[config.mk]
export PLATFORM = sky130hd
export DESIGN_NAME = ecp_xctl
export DESIGN_NICKNAME = d
export VERILOG_FILES = /design/src/rtl/ecp_pkg.sv /design/src/rtl/ecp_fifo.sv /design/src/rtl/ecp_svc_flag.sv /design/src/rtl/ecp_xctl.sv
export SDC_FILE = /design/constraint.sdc
export NUM_CORES = 1
export LEC_CHECK = 0
export BUFFER_PORTS_ARGS = -buffer_cell sky130_fd_sc_hd__buf_2
export CORE_AREA = 2 2 126 189
export DETAILED_ROUTE_END_ITERATION = 6
export DIE_AREA = 0 0 128 191
export MAX_ROUTING_LAYER = met4
export RECOVER_POWER = 25
export SLEW_MARGIN = 40
export SYNTH_ARGS = -nofsm -noshare
export SYNTH_HDL_FRONTEND = slang
export SYNTH_SLANG_ARGS = --single-unit
[constraint.sdc]
create_clock -name clk -period 2.8 [get_ports clk]
set_input_delay 0.42 -clock clk [delete_from_list [all_inputs] [get_ports clk]]
set_output_delay 0.42 -clock clk [all_outputs]
set_load 0.03 [all_outputs]
[src/rtl/ecp_pkg.sv]
package ecp_pkg;

    localparam logic [2:0] MODE_SPP       = 3'b000;
    localparam logic [2:0] MODE_BIDIR     = 3'b001;
    localparam logic [2:0] MODE_FIFO_TEST = 3'b110;
    localparam logic [2:0] MODE_CONFIG    = 3'b111;

    typedef enum logic [1:0] {
        SEL_CTRL = 2'd0,
        SEL_FIFO = 2'd1,
        SEL_CAPB = 2'd2,
        SEL_XCTL = 2'd3
    } reg_sel_e;

    typedef struct packed {
        logic [2:0] mode;
        logic [1:0] spare;
        logic       svc;
    } xctl_t;

    localparam xctl_t XCTL_RESET = '{mode: MODE_SPP, spare: 2'b00, svc: 1'b1};

    function automatic logic [7:0] pack_xctl(xctl_t s, logic full, logic empty);
        return {s.mode, s.spare, s.svc, full, empty};
    endfunction

    function automatic logic [7:0] make_capa(logic level, logic [2:0] pword);
        return {level, pword, 4'b0000};
    endfunction

    function automatic logic [7:0] make_capb(logic [2:0] irq, logic [2:0] dma);
        return {2'b00, irq, dma};
    endfunction

endpackage

[src/rtl/ecp_fifo.sv]
module ecp_fifo #(
    parameter int DEPTH = 16,
    parameter int CW    = $clog2(DEPTH + 1)
) (
    input  logic          clk,
    input  logic          rst,
    input  logic          flush,
    input  logic          push,
    input  logic          pop,
    input  logic [7:0]    din,
    output logic [7:0]    dout,
    output logic [CW-1:0] count,
    output logic          empty,
    output logic          full
);
    localparam int PW = (DEPTH > 1) ? $clog2(DEPTH) : 1;
    localparam logic [PW-1:0] LAST = PW'(DEPTH - 1);
    localparam logic [CW-1:0] FULL_CNT = CW'(DEPTH);

    logic [7:0]    mem [DEPTH];
    logic [PW-1:0] wp, rp;
    logic          do_push, do_pop;

    assign empty   = (count == '0);
    assign full    = (count == FULL_CNT);
    assign do_push = push && !full;
    assign do_pop  = pop && !empty;
    assign dout    = mem[rp];

    always_ff @(posedge clk) begin
        if (do_push) mem[wp] <= din;
    end

    always_ff @(posedge clk) begin
        if (rst || flush) begin
            wp    <= '0;
            rp    <= '0;
            count <= '0;
        end else begin
            if (do_push) wp <= (wp == LAST) ? '0 : wp + 1'b1;
            if (do_pop)  rp <= (rp == LAST) ? '0 : rp + 1'b1;
            case ({do_push, do_pop})
                2'b10:   count <= count + 1'b1;
                2'b01:   count <= count - 1'b1;
                default: count <= count;
            endcase
        end
    end

    AST_EMPTY_FULL_EXCL: assert property (@(posedge clk) disable iff (rst)
        $onehot0({empty, full}));
    AST_NO_OVERFLOW: assert property (@(posedge clk) disable iff (rst)
        (push && !pop && !flush && full) |=> (count == $past(count)));
    AST_NO_UNDERFLOW: assert property (@(posedge clk) disable iff (rst)
        (pop && !push && !flush && empty) |=> (count == $past(count)));

endmodule

[src/rtl/ecp_svc_flag.sv]
module ecp_svc_flag #(
    parameter int DEPTH     = 16,
    parameter int WR_THRESH = 4,
    parameter int RD_THRESH = 12,
    parameter int CW        = $clog2(DEPTH + 1)
) (
    input  logic          clk,
    input  logic          rst,
    input  logic          load,
    input  logic          load_val,
    input  logic          reverse,
    input  logic          pushed,
    input  logic          popped,
    input  logic [CW-1:0] count,
    output logic          flag
);
    localparam logic [CW-1:0] FWD_AT = CW'(DEPTH - WR_THRESH + 1);
    localparam logic [CW-1:0] REV_AT = CW'(RD_THRESH - 1);

    logic fwd_cross, rev_cross;

    assign fwd_cross = !reverse && popped && (count == FWD_AT);
    assign rev_cross =  reverse && pushed && (count == REV_AT);

    always_ff @(posedge clk) begin
        if (rst)                        flag <= 1'b1;
        else if (load)                  flag <= load_val;
        else if (fwd_cross || rev_cross) flag <= 1'b1;
    end

    AST_SVC_CLEAR: assert property (@(posedge clk) disable iff (rst)
        (load && !load_val) |=> !flag);
    AST_SVC_HOLD: assert property (@(posedge clk) disable iff (rst)
        (!load && !pushed && !popped) |=> $stable(flag));

endmodule

[src/rtl/ecp_xctl.sv]
module ecp_xctl
    import ecp_pkg::*;
#(
    parameter int         DEPTH      = 16,
    parameter int         WR_THRESH  = 4,
    parameter int         RD_THRESH  = 12,
    parameter logic [2:0] PWORD_CODE = 3'b001,
    parameter logic       LEVEL_IRQ  = 1'b1,
    parameter logic [2:0] IRQ_SEL    = 3'b101,
    parameter logic [2:0] DMA_SEL    = 3'b011
) (
    input  logic       clk,
    input  logic       rst,
    input  logic [1:0] reg_addr,
    input  logic       reg_wr,
    input  logic       reg_rd,
    input  logic [7:0] reg_wdata,
    output logic [7:0] reg_rdata,
    output logic [2:0] port_mode,
    output logic       dir_rev,
    output logic       svc_flag
);
    localparam int         CW   = $clog2(DEPTH + 1);
    localparam logic [7:0] CAPA = make_capa(LEVEL_IRQ, PWORD_CODE);
    localparam logic [7:0] CAPB = make_capb(IRQ_SEL, DMA_SEL);

    reg_sel_e      sel;
    logic [7:0]    ctrl_q;
    xctl_t         xctl_q;
    logic          in_test, in_cfg, xctl_wr;
    logic          fifo_push, fifo_pop, fifo_flush;
    logic [7:0]    fifo_dout;
    logic [CW-1:0] fifo_count;
    logic          fifo_empty, fifo_full;

    assign sel        = reg_sel_e'(reg_addr);
    assign in_test    = (xctl_q.mode == MODE_FIFO_TEST);
    assign in_cfg     = (xctl_q.mode == MODE_CONFIG);
    assign xctl_wr    = reg_wr && (sel == SEL_XCTL);
    assign fifo_push  = reg_wr && (sel == SEL_FIFO) && in_test;
    assign fifo_pop   = reg_rd && (sel == SEL_FIFO) && in_test;
    assign fifo_flush = xctl_wr && (reg_wdata[7:5] == MODE_SPP);

    assign port_mode = xctl_q.mode;
    assign dir_rev   = ctrl_q[5];

    always_ff @(posedge clk) begin
        if (rst) begin
            ctrl_q       <= 8'h00;
            xctl_q.mode  <= XCTL_RESET.mode;
            xctl_q.spare <= XCTL_RESET.spare;
        end else begin
            if (reg_wr && (sel == SEL_CTRL)) ctrl_q <= reg_wdata;
            if (xctl_wr) begin
                xctl_q.mode  <= reg_wdata[7:5];
                xctl_q.spare <= reg_wdata[4:3];
            end
        end
    end

    ecp_fifo #(.DEPTH(DEPTH), .CW(CW)) u_fifo (
        .clk   (clk),
        .rst   (rst),
        .flush (fifo_flush),
        .push  (fifo_push),
        .pop   (fifo_pop),
        .din   (reg_wdata),
        .dout  (fifo_dout),
        .count (fifo_count),
        .empty (fifo_empty),
        .full  (fifo_full)
    );

    ecp_svc_flag #(
        .DEPTH(DEPTH), .WR_THRESH(WR_THRESH), .RD_THRESH(RD_THRESH), .CW(CW)
    ) u_svc (
        .clk      (clk),
        .rst      (rst),
        .load     (xctl_wr),
        .load_val (reg_wdata[2]),
        .reverse  (dir_rev),
        .pushed   (fifo_push && !fifo_full),
        .popped   (fifo_pop && !fifo_empty),
        .count    (fifo_count),
        .flag     (xctl_q.svc)
    );

    assign svc_flag = xctl_q.svc;

    always_comb begin
        unique case (sel)
            SEL_CTRL: reg_rdata = ctrl_q;
            SEL_FIFO: reg_rdata = in_cfg ? CAPA : (in_test ? fifo_dout : 8'h00);
            SEL_CAPB: reg_rdata = in_cfg ? CAPB : 8'h00;
            default:  reg_rdata = pack_xctl(xctl_q, fifo_full, fifo_empty);
        endcase
    end

    AST_SPP_FLUSH: assert property (@(posedge clk) disable iff (rst)
        fifo_flush |=> fifo_empty);
    AST_FIFO_WR_IGNORED: assert property (@(posedge clk) disable iff (rst)
        (reg_wr && (sel == SEL_FIFO) && !in_test) |=> $stable(fifo_count));
    AST_MODE_FOLLOWS: assert property (@(posedge clk) disable iff (rst)
        xctl_wr |=> (port_mode == $past(reg_wdata[7:5])));

endmodule

After elaboration in Yosys (flattened, before gate mapping) --
Memories as Yosys holds them, arrays and structs flattened. A register that Yosys moved wholly into a read port is not among the register bits. Index checks and enable logic that the tools add are counted.
Storage, ports and cells: flip-flop bits (word level) 27, latch bits 0, RAM bits 128, memory bits (read-only) 0, input bits 14, output and inout port bits 13, logic and storage cells 60, memories 1
Memory list:
- u_fifo.mem | depth 16, width 8, rd ports 1, clocked after Yosys merged registers in 1, wr ports 1, line ecp_fifo.sv:20 | logic [7:0] mem [DEPTH];
Cells by class: $add $sub $neg 4, multiply operators 0, div/mod/pow operators 0, order comparisons 0, equal/unequal tests 12, shift operators 0, muxes and demuxes 13, bitwise operators 0, reductions and logical operators 23
Operators with widths (number):
- $pmux 8 s3 | 1
- $mux 4 | 4
- $mux 8 | 2
- $logic_and 1x1->1 | 13
- $eq 5x4->1 const B | 2
- $pmux 5 s2 | 1
- $add 4x1->4 const B | 2
- $eq 4x4->1 const B | 2
- $eq 2x2->1 const B | 3
- $eq 3x3->1 const B | 2
- $mux 6 | 1
- $add 5x1->5 const B | 1
- $eq 5x5->1 const B | 1
- $logic_not 5->1 | 1
- $sub 5x1->5 const B | 1
- $eq 2x1->1 const B | 2
- $mux 1 | 4
- $reduce_bool 2->1 | 2
- $logic_not 1->1 | 3
- $logic_not 3->1 | 1
- $logic_not 2->1 | 1
- $logic_or 1x1->1 | 2

Longest topological paths before layout --
depth after elaboration 9, gate-level depth with buffers 13, depth with buffers taken out 10

Cells and area by module --
Synthesis repeated with hierarchy kept, for this count alone.
Unflattened totals: cell total of the unflattened synthesis 393, area total of the unflattened synthesis 6705.2 um^2
Modules (own cells, without submodules):
- ecp_fifo | instances 1, cells an instance 297, area each 5853.1 um^2, sequential area each 4184.0 um^2
- ecp_xctl | instances 1, cells an instance 88, area each 782.0 um^2, sequential area each 260.2 um^2
- ecp_svc_flag | instances 1, cells an instance 8, area each 70.1 um^2, sequential area each 20.0 um^2

Worst setup path before layout --
No wires, ideal clock.
path kind input port to flip-flop, start point in reg_addr[1], end point reg u_fifo.count[4], library setup time 0.121 ns, arrival 2.805 ns, data required time 2.679 ns, path slack -0.126 ns, cell stages on the path 13, path buffers 3, cells stage by stage buf_6 nand4b_4 a2111oi_2 buf_2 inv_1 ha_1 clkbuf_1 xor2_1 ha_1 a31oi_1 nand2_1 mux2i_1 mux2_2
Between the ends: word-level cells in the longest chain between the ends 6, elaborated cells between the ends (all ways) 15, those cells by class eq/ne: 4; mux: 1; reduce/logical: 10
Ends and longest elaborated chain:
- start: declaration | line ecp_xctl.sv:14 | input logic [1:0] reg_addr,
- $eq 2x1->1 | line ecp_xctl.sv:40, ecp_xctl.sv:41
- $logic_and 1x1->1 (on tied branches) (2 in a row) | line ecp_xctl.sv:41, ecp_xctl.sv:40
- $logic_and 1x1->1 (on tied branches) | line ecp_fifo.sv:27, ecp_fifo.sv:26
- $eq 2x1->1 / $eq 2x2->1 (equally long branches) | line ecp_fifo.sv:42 | case ({do_push, do_pop})
- $pmux 5 s2 / $reduce_bool 2->1 (equally long branches)
- end signal: assignment | line ecp_fifo.sv:43 | 2'b10: count <= count + 1'b1;
- end signal: assignment | line ecp_fifo.sv:44 | 2'b01: count <= count - 1'b1;
- end signal: assignment | line ecp_fifo.sv:45 | default: count <= count;
- end: declaration | line ecp_fifo.sv:12 | output logic [CW-1:0] count,
Several ways; a longest one is shown, not always the timed one. A chain may end at the register's enable or synchronous reset.

==> impl_metrics.toml <==
[status]
outcome = "finished, violations left"
violations = "negative setup slack"

[floorplan]
ios = 27
die_h_um = 191
coreArea_um2 = 22800
placementRows = 68
dieArea_um2 = 24400
initial_core_util_pct = 29.4
die_w_um = 128

[timing]
worstMarginPinSlew_ns = 0.982
period_needed_ns = 2.86
finalHoldViolations = 0
setup_violations = 7
final.setup.tns_ns = -0.198
fmax_ghz = 0.349
rsz0062_at_grt = "yes"
fin_ws_ns = -0.0615
finalCritPeriodShare_pct = 102
final_max_slew_viol_count = 0
final.setup_skew_ns = 0.0110
maxSlewHeadroom_pct = 34.5

[grt]
gr-total-overflow = 0
grt_max_degree = 20
grt_use_total_pct = 14.3
antenna_found_initial = 0
grt_pass1_vias = 4230
grt_first_pass_wirelength_um = 24800

[synthesis]
syn-num-nets = 457
syn_area_um2 = 6710
synth_flop_cell = "edfxtp_1"
ys_ff_latch = 159
synth_edf_count = 128
synth_cells = 435
ys_warn_count = 0
synth.distinct_cells = 49
yosysSeqAreaShare_pct = 66.6
synth.avg_cell_area_um2 = 15.4
synth_async_sr_flop_share_pct = 0

[setup_path]
slowest_stage = "mux4_2"
required_ns = 2.38
crit_fanout = 6
crit_chain = "mux4_2, mux4_2, a221o_1, buf_6"
max_stage_delay_ns = 0.52
cp_common_cell = "mux4_2"
end_kind = "output port"
critical_path_class = "register to output port"
start_kind = "register"
cp.arrival_ns = 2.44

[routing]
drtIter0Drc = 273
first_pass_iters = 6
routed_wl_um = 16000
drc = 0
wl_per_cell_um = 20.0
viasPerCell = 4.98
ant_nets = 0
vias = 3976

[layout]
layout.nets = 528
antenna_cells = 0
fill_cells = 2127
fin_cells = 799
syn_to_final_growth_pct = 22.1
drive_gt1_share_pct = 30.3

[clocking]
cts_tree = "yes"
clk_pin_slew_ns = 0.07
cts_max_path_buffers = 2
cts_root_buffer = "clkbuf_16"
numCtsBuffers = 17
h-tree-depth = 4
clock_latency_ns = 0.43
cts_sinks = 159

[place]
dp.cells = 758
dp_hpwl_um = 10900
gp_congestion = 0.858
port_buffers = 26

[pwr]
power_density_nw_per_um2 = 594
irDropWorstVdd_v = 0.000376
leakagePower_uw = 0.00274

[flow_run]
maxCapViolations = 0

[hold_path]
hold_path_class = "primary input to register"
worst paths after layout:
| path | cells past startpoint | startpoint | to | slack, ns |
|---|---|---|---|---|
| hold reg to reg | 2 | ctrl_q[1] | ctrl_q[1] | 0.47 |
| hold / removal | 2 | rst | xctl_q[1] | 0.34 |
| setup / recovery | 4 | register | reg_rdata[3] | -0.06 |
| setup reg to reg | 11 | u_fifo.count[0] | u_fifo.count[4] | 0.13 |
critical path, delay by kind of cell, from the launching register on:
family                 cells  cell delay, ns
flip-flops                 1            0.43
multiplexers               2            1.04
AO/OA/AOI/OAI              1            0.37
buffers and inverters      1            0.16
per-layer routing:
layer,wire length [um],vias up,track usage (%)
met1,5890,2024,14.2
met4,495,0,6.09
met5,0,-,-
li1,-,1828,-
met3,523,30,2.52
met2,9110,94,27.0
layout make-up:
class                      count  area [um^2]  area share, %
timing repair buffer          78          629           7.68
clock buffer                  19          433           5.29
clock inverter                13          129           1.57
sequential                   159         4480           54.7
tap                          280          350           4.28
inverter                      10         37.5          0.458
multi-input combinational    240         2130           26.0
synth_stat cells, types with 5 or more instances:
master | instances | area [um^2]
xor2_1 | 5 | 43.8
ha_1 | 8 | 100
edfxtp_1 | 128 | 3840
buf_2 | 9 | 45.0
mux2i_1 | 26 | 260
nor2_1 | 39 | 146
buf_1 | 5 | 18.8
nor2b_1 | 5 | 31.3
a31oi_1 | 9 | 56.3
dfxtp_1 | 31 | 621
clkbuf_1 | 5 | 18.8
inv_1 | 10 | 37.5
a21oi_1 | 17 | 85.1
mux4_2 | 26 | 586
nand2_1 | 36 | 135
nor3_1 | 10 | 50.1
o21ai_0 | 5 | 25.0
state kept, by name, summed over array words and instances, names as in the netlist, named ones only:
register	cells
ctrl_q	8
port_mode	3
u_fifo.count	5
u_fifo.mem	128
u_fifo.rp	4
u_fifo.wp	4
u_svc.flag	1
xctl_q	2
metrics by stage:
| stage | power (uW) | area [um^2] | util (%) | setup slack (ns) | hold WS [ns] |
|---|---|---|---|---|---|
| after floorplan | 2670 | 6730 | - | 0.0244 | 0.430 |
| after global placement | 2730 | 7400 | 32.5 | 0.154 | 0.444 |
| after detailed placement | 2730 | 7400 | 32.5 | -0.0170 | 0.461 |
| after CTS | 4910 | 8160 | 35.8 | -0.121 | 0.319 |
| after global routing | 5020 | 8190 | 35.9 | -0.197 | 0.333 |
| final | 4870 | 8190 | 35.9 | -0.0615 | 0.338 |
report_power, final:
part	internal (uW)	switching, uW	leakage (uW)
clock network	1240	941	0.000263
registers	2550	6.31	0.00140
logic	34.5	92.9	0.00107
kinds of logic after synthesis:
kind of cell | after synthesis | synth area share [%]
flops | 159 | 66.6
simple gates | 108 | 7.63
compound gates | 60 | 6.77
mux | 57 | 13.9
buf+inv | 36 | 2.74
fa+ha+maj | 8 | 1.49
xor+xnor | 7 | 0.914
cell usage in the layout, fill, tap and decap left out, types with 4 or more instances in the layout:
master / netlist / final
a31oi_1: 9 / 8
clkbuf_1: 5 / 7
nand2b_1: 4 / 4
buf_2: 9 / 13
xor2_1: 5 / 5
nor2b_1: 5 / 5
nor3_1: 10 / 8
inv_6: 0 / 4
buf_6: 3 / 10
inv_1: 10 / 10
ha_1: 8 / 8
buf_4: 4 / 46
nor2_1: 39 / 39
edfxtp_1: 128 / 128
a21oi_1: 17 / 16
mux4_2: 26 / 28
mux2i_1: 26 / 25
nand2_1: 36 / 35
dfxtp_2: 0 / 5
clkinvlp_4: 0 / 4
dfxtp_1: 31 / 24
clkbuf_16: 0 / 17
repair_timing:
action                     4_1_cts  5_1_grt
resized for setup               39        9
setup endpoints to repair        8       10
setup buffers                    6        2
hold buffers                     0        0
pin swaps                        2        6
gates cloned                     1        0
No activity file was read; power rests on OpenSTA's default activity.
